## config.mk

```make
export PLATFORM = sky130hd
export DESIGN_NAME = sdh_irq_resp
export DESIGN_NICKNAME = d
export VERILOG_FILES = /design/src/rtl/sdh_irq_pkg.sv /design/src/rtl/sdh_irq_status.sv /design/src/rtl/sdh_rsp_buf.sv /design/src/rtl/sdh_irq_resp.sv
export SDC_FILE = /design/constraint.sdc
export NUM_CORES = 1
export LEC_CHECK = 0
export ABC_AREA = 1
export CORE_MARGIN = 2
export CORE_UTILIZATION = 55
export DETAILED_ROUTE_END_ITERATION = 10
export GPL_TIMING_DRIVEN = 0
export PLACE_DENSITY = 0.89
export REMOVE_ABC_BUFFERS = 1
export SETUP_SLACK_MARGIN = 0.02
export SYNTH_ARGS = -nofsm -noshare
export SYNTH_HDL_FRONTEND = slang
export SYNTH_HIERARCHICAL = 1
export SYNTH_SLANG_ARGS = --single-unit
```

## constraint.sdc

```tcl
create_clock -name clk -period 5.8 [get_ports clk]
set_input_delay 1.74 -clock clk [delete_from_list [all_inputs] [get_ports clk]]
set_output_delay 1.74 -clock clk [all_outputs]
set_load 0.05 [all_outputs]
```

## src/rtl/sdh_irq_pkg.sv

```systemverilog
package sdh_irq_pkg;
    localparam int          STAT_W     = 32;
    localparam logic [31:0] IMPL_BITS  = 32'h8B7F_031D;
    localparam int          BIT_RSPEND = 0;
    localparam int          BIT_RXRDY  = 24;
    localparam int          BIT_TXREQ  = 25;
    localparam logic [15:0] CARD_IN_RD  = 16'h0030;
    localparam logic [15:0] CARD_OUT_RD = 16'h0008;
    localparam int REG_STAT_LO = 0;
    localparam int REG_STAT_HI = 1;
    localparam int REG_MASK_LO = 2;
    localparam int REG_MASK_HI = 3;
    localparam int REG_RSP0    = 4;

    typedef struct packed {
        logic [STAT_W-1:0] status;
        logic [STAT_W-1:0] mask;
        logic              irq;
    } stat_state_t;
endpackage

```

## src/rtl/sdh_irq_status.sv

```systemverilog
module sdh_irq_status
    import sdh_irq_pkg::*;
#(
    parameter int REG_W = 16
) (
    input  logic              clk,
    input  logic              rst_n,
    input  logic              soft_rst,
    input  logic [1:0]        wr_stat,
    input  logic [1:0]        wr_mask,
    input  logic [REG_W-1:0]  wdata,
    input  logic [STAT_W-1:0] evt_set,
    input  logic              rsp_end,
    input  logic              fifo_empty,
    output logic [STAT_W-1:0] status_q,
    output logic [STAT_W-1:0] mask_q,
    output logic              irq_q
);
    localparam int HALVES = STAT_W / REG_W;

    stat_state_t st_d, st_q;
    logic [STAT_W-1:0] set_d;
    logic [STAT_W-1:0] pend_q;

    assign pend_q = st_q.status & ~st_q.mask;

    always_comb begin
        st_d  = st_q;
        set_d = evt_set;
        for (int h = 0; h < HALVES; h++) begin
            if (wr_stat[h]) st_d.status[h*REG_W +: REG_W] = st_q.status[h*REG_W +: REG_W] & wdata;
            if (wr_mask[h]) st_d.mask[h*REG_W +: REG_W]   = wdata & IMPL_BITS[h*REG_W +: REG_W];
        end
        if (rsp_end) set_d[BIT_RSPEND] = 1'b1;
        if (wr_mask[HALVES-1]) begin
            if (fifo_empty) set_d[BIT_TXREQ] = 1'b1;
            else            set_d[BIT_RXRDY] = 1'b1;
        end
        st_d.status = (st_d.status | set_d) & IMPL_BITS;
        if (soft_rst) st_d.status = '0;
        st_d.irq = (pend_q == '0) && ((st_d.status & ~st_d.mask) != '0);
    end

    always_ff @(posedge clk or negedge rst_n) begin
        if (!rst_n) begin
            st_q.status <= '0;
            st_q.mask   <= IMPL_BITS;
            st_q.irq    <= 1'b0;
        end else begin
            st_q <= st_d;
        end
    end

    assign status_q = st_q.status;
    assign mask_q   = st_q.mask;
    assign irq_q    = st_q.irq;

    AST_IRQ_EDGE: assert property (@(posedge clk) disable iff (!rst_n)
        irq_q |-> (pend_q != '0) && ($past(pend_q) == '0));
    AST_IRQ_SINGLE: assert property (@(posedge clk) disable iff (!rst_n)
        irq_q |=> !irq_q);
    AST_RSP_END_SETS: assert property (@(posedge clk) disable iff (!rst_n)
        $past(rsp_end) && !$past(soft_rst) |-> status_q[BIT_RSPEND]);
    AST_CLEAR_ZEROS: assert property (@(posedge clk) disable iff (!rst_n)
        $past(wr_stat[0]) && !$past(rsp_end) && !$past(soft_rst) |->
        (status_q[REG_W-1:0] & ~$past(wdata) & ~$past(evt_set[REG_W-1:0])) == '0);
    AST_MASK_KEPT: assert property (@(posedge clk) disable iff (!rst_n)
        $past(soft_rst) && ($past(wr_mask) == 2'b00) |-> mask_q == $past(mask_q));
endmodule

```

## src/rtl/sdh_rsp_buf.sv

```systemverilog
module sdh_rsp_buf #(
    parameter int WORD_W = 32,
    parameter int DEPTH  = 4
) (
    input  logic                     clk,
    input  logic                     rst_n,
    input  logic                     soft_rst,
    input  logic                     push,
    input  logic [WORD_W-1:0]        word,
    output logic [DEPTH*WORD_W-1:0]  flat_q
);
    typedef struct packed {
        logic [DEPTH-1:0][WORD_W-1:0] slot;
    } rsp_state_t;

    rsp_state_t rb_d, rb_q;

    always_comb begin
        rb_d = rb_q;
        if (push) begin
            for (int s = DEPTH-1; s > 0; s--) rb_d.slot[s] = rb_q.slot[s-1];
            rb_d.slot[0] = word;
        end
        if (soft_rst) rb_d = '0;
    end

    always_ff @(posedge clk or negedge rst_n) begin
        if (!rst_n) rb_q <= '0;
        else        rb_q <= rb_d;
    end

    for (genvar g = 0; g < DEPTH; g++) begin : g_flat
        assign flat_q[g*WORD_W +: WORD_W] = rb_q.slot[g];
    end

    AST_RSP_ENTER: assert property (@(posedge clk) disable iff (!rst_n)
        $past(push) && !$past(soft_rst) |-> flat_q[WORD_W-1:0] == $past(word));
    AST_RSP_HOLD: assert property (@(posedge clk) disable iff (!rst_n)
        !$past(push) && !$past(soft_rst) |-> $stable(flat_q));
endmodule

```

## src/rtl/sdh_irq_resp.sv

```systemverilog
module sdh_irq_resp
    import sdh_irq_pkg::*;
#(
    parameter int REG_W     = 16,
    parameter int RSP_WORDS = 4,
    parameter int ADDR_W    = $clog2(REG_RSP0 + RSP_WORDS*STAT_W/REG_W)
) (
    input  logic              clk,
    input  logic              rst_n,
    input  logic              soft_rst,
    input  logic              reg_wr,
    input  logic [ADDR_W-1:0] reg_addr,
    input  logic [REG_W-1:0]  reg_wdata,
    output logic [REG_W-1:0]  reg_rdata,
    input  logic [STAT_W-1:0] evt_set,
    input  logic              rsp_push,
    input  logic [STAT_W-1:0] rsp_word,
    input  logic              rsp_last,
    input  logic              card_present,
    input  logic              fifo_empty,
    output logic              irq_pulse
);
    localparam int RSP_HW    = RSP_WORDS * STAT_W / REG_W;
    localparam int RSP_SEL_W = $clog2(RSP_HW);

    logic [1:0]                  wr_stat, wr_mask;
    logic [STAT_W-1:0]           status_q, mask_q;
    logic [RSP_WORDS*STAT_W-1:0] rsp_flat;
    logic [REG_W-1:0]            rsp_hw [RSP_HW];
    logic [RSP_SEL_W-1:0]        rsp_sel;

    assign wr_stat = {reg_wr && (int'(reg_addr) == REG_STAT_HI), reg_wr && (int'(reg_addr) == REG_STAT_LO)};
    assign wr_mask = {reg_wr && (int'(reg_addr) == REG_MASK_HI), reg_wr && (int'(reg_addr) == REG_MASK_LO)};

    sdh_irq_status #(.REG_W(REG_W)) u_status (
        .clk        (clk),
        .rst_n      (rst_n),
        .soft_rst   (soft_rst),
        .wr_stat    (wr_stat),
        .wr_mask    (wr_mask),
        .wdata      (reg_wdata),
        .evt_set    (evt_set),
        .rsp_end    (rsp_push && rsp_last),
        .fifo_empty (fifo_empty),
        .status_q   (status_q),
        .mask_q     (mask_q),
        .irq_q      (irq_pulse)
    );

    sdh_rsp_buf #(.WORD_W(STAT_W), .DEPTH(RSP_WORDS)) u_rsp (
        .clk      (clk),
        .rst_n    (rst_n),
        .soft_rst (soft_rst),
        .push     (rsp_push),
        .word     (rsp_word),
        .flat_q   (rsp_flat)
    );

    for (genvar g = 0; g < RSP_HW; g++) begin : g_hw
        assign rsp_hw[g] = rsp_flat[g*REG_W +: REG_W];
    end

    assign rsp_sel = RSP_SEL_W'(reg_addr - ADDR_W'(REG_RSP0));

    always_comb begin
        reg_rdata = '0;
        case (int'(reg_addr))
            REG_STAT_LO: reg_rdata = status_q[REG_W-1:0] | (card_present ? CARD_IN_RD : CARD_OUT_RD);
            REG_STAT_HI: reg_rdata = status_q[STAT_W-1:REG_W];
            REG_MASK_LO: reg_rdata = mask_q[REG_W-1:0];
            REG_MASK_HI: reg_rdata = mask_q[STAT_W-1:REG_W];
            default: begin
                if (int'(reg_addr) >= REG_RSP0 && int'(reg_addr) < REG_RSP0 + RSP_HW)
                    reg_rdata = rsp_hw[rsp_sel];
            end
        endcase
    end

    AST_CARD_FLAG: assert property (@(posedge clk) disable iff (!rst_n)
        (int'(reg_addr) == REG_STAT_LO) |-> (card_present ? (reg_rdata[5:4] == 2'b11) : reg_rdata[3]));
endmodule

```

Yosys cells after proc, flatten, opt, wreduce, memory -nomap -nowiden. Cells that the tools add are included.

Flip-flop bits (word level): 193. Bits of input ports: 92. Output and inout port bits: 17. Logic and storage cells: 55.

$add $sub $neg: 1. $lt $le $gt $ge: 3. Equal/unequal tests: 6. Multiplexer cells: 17. Bitwise gates (word level): 9. Reductions and logical operators: 12.

Operator list (number): $mux W128 (2); $mux W16 (7); $and A32 B32 Y32 (2); $not A32 Y32 (2); $pmux W16 S4 (1); $bmux W16 S3 (1); $and A16 B16 Y16 (2); $logic_not A32 Y1 (1); $mux W32 (1); $or A32 B32 Y32 (1); $reduce_bool A32 Y1 (1); $or A16 B6 Y16 (1); $eq A4 B2 Y1 const B (3); $eq A4 B3 Y1 const B (2); $logic_not A4 Y1 (2); $logic_and A1 B1 Y1 (7); $mux W6 (1); $eq A4 B1 Y1 const B (1); $ge A4 B3 Y1 const B (1); $ge A4 B4 Y1 const B (1); $lt A4 B4 Y1 const B (1); $not A3 Y4 (1); $mux W1 (3); $sub A3 B3 Y3 const B (1); other kinds (2) (2).

Logic depth before layout (Yosys ltp).
Depth after elaboration: 8. Gate-level depth with buffers: 16. Mapped depth without buffers: 13.

Modules after synthesis. Netlist, hierarchy kept.

Modules (own cells, without submodules): sdh_rsp_buf (times used 1, cells an instance 556, area an instance 5027.3 um^2, seq. area each 3203.1 um^2); sdh_irq_status (times used 1, cells an instance 310, area an instance 2493.6 um^2, seq. area each 1272.5 um^2); sdh_irq_resp (times used 1, cells an instance 485, area an instance 1965.6 um^2, seq. area each 0.0 um^2).

Worst setup path after synthesis. OpenSTA, ideal clock, no wires.

Kind: in2out. From: input reg_addr[2]. To: output reg_rdata[10]. Arrival: 3.558 ns. Required time: 4.060 ns. Setup slack: 0.502 ns. Cell stages on the path: 9. Path buffers: 3. Path through: buf_2 > clkinv_1 > buf_2 > ha_1 > inv_1 > nor2_1 > clkbuf_1 > nand3_1 > nand2_1.

Longest elaborated chain between the ends: 7. Elaborated cells on any way between the ends: 14. Those cells by class: add/sub (1); order compare (2); eq/ne (3); mux (5); bitwise (1); reduce/logical (2).

Ends and longest elaborated chain: start, declared (line sdh_irq_resp.sv:12) `input logic [ADDR_W-1:0] reg_addr,`; $sub A3 B3 Y3 (line sdh_irq_resp.sv:63) `assign rsp_sel = RSP_SEL_W'(reg_addr - ADDR_W'(REG_RSP0));`; $not A3 Y4 (not written as such) (line sdh_irq_resp.sv:74) `reg_rdata = rsp_hw[rsp_sel];`; $bmux W16 S3 (line sdh_irq_resp.sv:74); $mux W16 (not written as such) (2 in a row) (line sdh_irq_resp.sv:74); $mux W16 (line sdh_irq_resp.sv:73) `if (int'(reg_addr) >= REG_RSP0 && int'(reg_addr) < REG_RSP0 + RSP_HW)`; $pmux W16 S4 (*) (line sdh_irq_resp.sv:67) `case (int'(reg_addr))`; end, declared (line sdh_irq_resp.sv:14) `output logic [REG_W-1:0] reg_rdata,`.

Every way passes the cells marked *; elsewhere a longest branch is shown, timed or not. The select of a mux whose other input is x is not followed.

Worst setup path after layout.
From: input reg_addr[2]. To: output reg_rdata[4].

Same word-level chain as after synthesis.

==> implementation parameters <==
Parameter                              Value

Status
  Run status    finished, final reports clean

Detailed routing
  DRC violation count after routing    0
  Via-to-Cell Ratio    5.446
  Number of vias in the routed layout    8,905
  DRT Pass-1 Iters    6
  Total wire length    24,730 µm
  Number of design-rule violations left by the first detailed-router iteration    993
  Post-detailed-route count of antenna-violating nets    0
  Mean routed wirelength per cell    15.13 µm

CTS
  CTS tree    built
  Root buffer cell    clkbuf_16
  Total number of clock tree sinks    178
  Clock slew seen by the registers of the worst setup and hold paths    0.06 ns
  CTS buffer count    17
  Level count of the clock H-tree    4
  Clock latency reported for the late side of the worst-skew pair    0.44 ns
  Largest buffer count on any clock path    2

Global route
  Via count of the first global-routing pass    8,549
  Leftover overflow at the end of global routing    0
  Pin count of the biggest net entering global routing    108
  First-pass GRT wire length    40,190 µm
  Number of antenna violations at the first check in global routing    0
  All-Layer GR Usage    27.72%

Finish
  Diodes inserted    0
  Most common cell after layout, fill and taps aside    nand2_1
  Non-Filler Instances    1,635
  Area occupied by multi-input gates    4213 µm²
  Area added between synthesis and finish    16.83%
  Final net count    1,490
  Leading cell types in the layout, fill and taps excluded    692 x nand2_1, 193 x nand3_1, 161 x dfrtp_1
  Fraction of layout cells with a size suffix above 1    7.092%
  Final core utilization    64.98%
  Area taken by flip-flops and latches    4476 µm²
  Filler cells    1,413

Setup path
  Max Fanout on Critical Path    17
  Launching point of the worst reg2reg path    u_status/mask_q[16]$_DFF_PN1_
  Critical path endpoint category    primary output
  Cell Chain, Critical Path    buf_4 -> clkinv_4 -> ha_1 -> inv_1 -> nor2_4 -> buf_12 -> nand2_1 -> o21ai_0 -> nor2_1 -> nand2_1 -> clkdlybuf4s15_1
  Master of the slowest instance on the critical path    clkdlybuf4s15_1
  Family with the most delay on the worst path    buffers and inverters
  Crit Reg-Reg Endpoint    u_status/irq_q$_DFF_PN0_
  Setup crit start kind    input port
  Reg-to-reg setup timing slack    4.27 ns
  CP Class    in2out
  Worst-case reg-to-reg path depth    8
  CP max stage delay    0.46 ns
  Worst setup startpoint    reg_addr[2]
  Cell type with the highest occurrence count on the critical path    nand2_1
  Data required time at the worst endpoint    4.06 ns
  CP arrival    3.98 ns
  Buffering stage count on the worst path with inverters included    5

Floorplan
  Starting utilization of the core area    55.62%
  Die Height    135.3 µm
  Die outline area    18,320 µm²
  Num rows    48
  Area of the core    17,060 µm²
  Width of the chip    135.3 µm
  I/O Pins    109

Timing
  Tmin final    5.722 ns
  Unrepaired setup endpoints after global routing    no
  Final Cycle Share    98.65%
  FMAX    174.8 MHz
  Relative max-transition margin    28.78%
  Hold violation count in the final report    0
  Slew Viols, Final    0
  Finish-stage setup viols    0
  Clock Skews    0.006554 ns
  Transition time at the pin with the least slew margin    1.067 ns

Power and ir drop
  Sequential share of power    45.3%
  Relative contribution of the clock network to total power    39.5%
  Internal Dissipation    2.243 mW
  Power spent charging and discharging nets    0.8451 mW
  Total power    3.088 mW
  IR Drop Worst-Case VDD    0.0002462 V
  Total power density per cell area    278.6 nW/µm²
  Switching share of power    27.37%
  Leakage    6.066 nW
  Logic pwr share    15.2%

Placed design
  Weighted congestion reported at the end of routability-driven placement    0.9039
  Detailed placer's ending HPWL    14,500 µm
  Number of placed instances, taps included    1,595
  IO buf count    88

Min path
  Cell count of the worst hold path    2
  Beginning of the worst hold path    u_rsp/flat_q[120]$_DFFE_PN0P_
  Worst Hold Endpoint    u_rsp/flat_q[120]$_DFFE_PN0P_
  Type of the most critical hold path    reg2reg

Synthesis
  Distinct cell type count after synthesis    31
  Area of the mapped netlist    9487 µm²
  Count of yosys warnings during synthesis    6
  Avg Synthesized Cell Area    7.022 µm²
  Share of the yosys chip area belonging to registers    47.18%
  Synth Register Bits    178
  Post-synthesis cell count    1,351

Flow run
  Max-cap violation count    0
-- logic make-up (layout without fill, tap and decap cells) --
| logic type | count (synthesis) | after routing | share of synthesized area (%) |
|---|---|---|---|
| adder cells (fa/ha/maj) | 1 | 1 | 0.1319 |
| buffers and inverters | 180 | 225 | 9.206 |
| other | 1 | 15 | 0.03953 |
| AND/OR/NAND/NOR | 939 | 939 | 40.06 |
| flip-flops | 178 | 178 | 47.18 |
| AO/OA/AOI/OAI | 52 | 52 | 3.390 |
-- worst min-delay path, cell delays in order, from the launching register on --
cell     delay (ns)
dfrtp_1        0.34
nand2_1        0.05
nand2_1        0.05
-- flip-flops by register name (all words and copies together), names as in the netlist --
signal and count:
u_status/status_q 17, u_status/mask_q 32, u_status/irq_q 1, u_rsp/flat_q 128
-- layout make-up --
type	instances	share of cell area, %
timing repair buffer	106	10.35
clock buffer	22	4.188
sequential	178	40.38
tap	225	2.540
inverter	87	3.105
multi-input combinational	1007	38.01
clock inverter	10	1.422
-- per-layer routing --
layer | up-vias | wire [µm] | track usage (%)
met4 | 0 | 828 | 11.57
met1 | 4150 | 9705 | 35.04
met3 | 78 | 2175 | 7.108
met5 | - | 0 | 0
met2 | 437 | 12020 | 45.60
li1 | 4240 | - | -
-- cells in the mapped netlist --
master,n,area (µm²)
a21oi_1,17,85.08
a21oi_4,1,16.27
buf_1,4,15.01
buf_2,51,255.2
buf_4,30,225.2
buf_6,1,11.26
buf_8,1,15.01
clkbuf_1,6,22.52
clkinv_1,1,3.750
conb_1,1,3.750
dfrtp_1,161,4029
dfstp_2,17,446.7
ha_1,1,12.51
inv_1,80,300.3
inv_2,5,18.77
inv_4,1,6.260
nand2_1,692,2597
nand2_2,2,12.51
nand3_1,193,965.9
nand3_2,1,10.01
nor2_1,45,168.9
nor2_2,1,6.260
nor2_4,2,22.52
nor3_1,2,10.01
nor4_1,1,6.260
o2111ai_1,2,17.52
o21a_1,9,67.56
o21ai_0,12,60.06
o21ai_1,5,25.02
o21ai_2,5,43.79
o22ai_1,1,6.260
-- worst max-delay path by stage --
stage | end | slack (ns) | cells after the start
after detailed placement | reg_rdata[1] | -2.25 | 8
after global routing | reg_rdata[9] | 0.02 | 10
after floorplan | u_rsp/flat_q[0]$_DFFE_PN0P_ | 0.01 | 3
final | reg_rdata[4] | 0.08 | 11
after CTS | reg_rdata[3] | 0.03 | 10
after global placement | u_rsp/flat_q[31]$_DFFE_PN0P_ | -8.18 | 4
-- power groups by stage --
| stage | registers [mW] | clock network, mW | logic [mW] |
|---|---|---|---|
| after floorplan | 1.41 | 0 | 0.249 |
| after global placement | 1.41 | 0 | 0.439 |
| final | 1.40 | 1.22 | 0.471 |
| after detailed placement | 1.42 | 0 | 0.461 |
| after global routing | 1.41 | 1.29 | 0.516 |
| after CTS | 1.40 | 1.23 | 0.460 |
-- repair_timing --
action / CTS / global route
pin swaps: 2 / 2
setup buffers: 2 / 6
setup endpoints to repair: 16 / 16
resized for setup: 31 / 17
hold buffers: 0 / 0
-- metrics by stage --
stage | hold slack, ns | setup TNS [ns] | area [µm²] | worst slack [ns]
finish | 0.4716 | 0 | 11080 | 0.07816
global route | 0.4920 | 0 | 11080 | 0.02154
CTS | 0.4734 | 0 | 11030 | 0.03156
detailed placement | 0.4583 | -34.79 | 10400 | -2.245
global placement | 0.4541 | -1849.05 | 10160 | -8.177
floorplan | 0.4417 | 0 | 8995 | 0.01182
No activity file was read; power rests on OpenSTA's default activity.
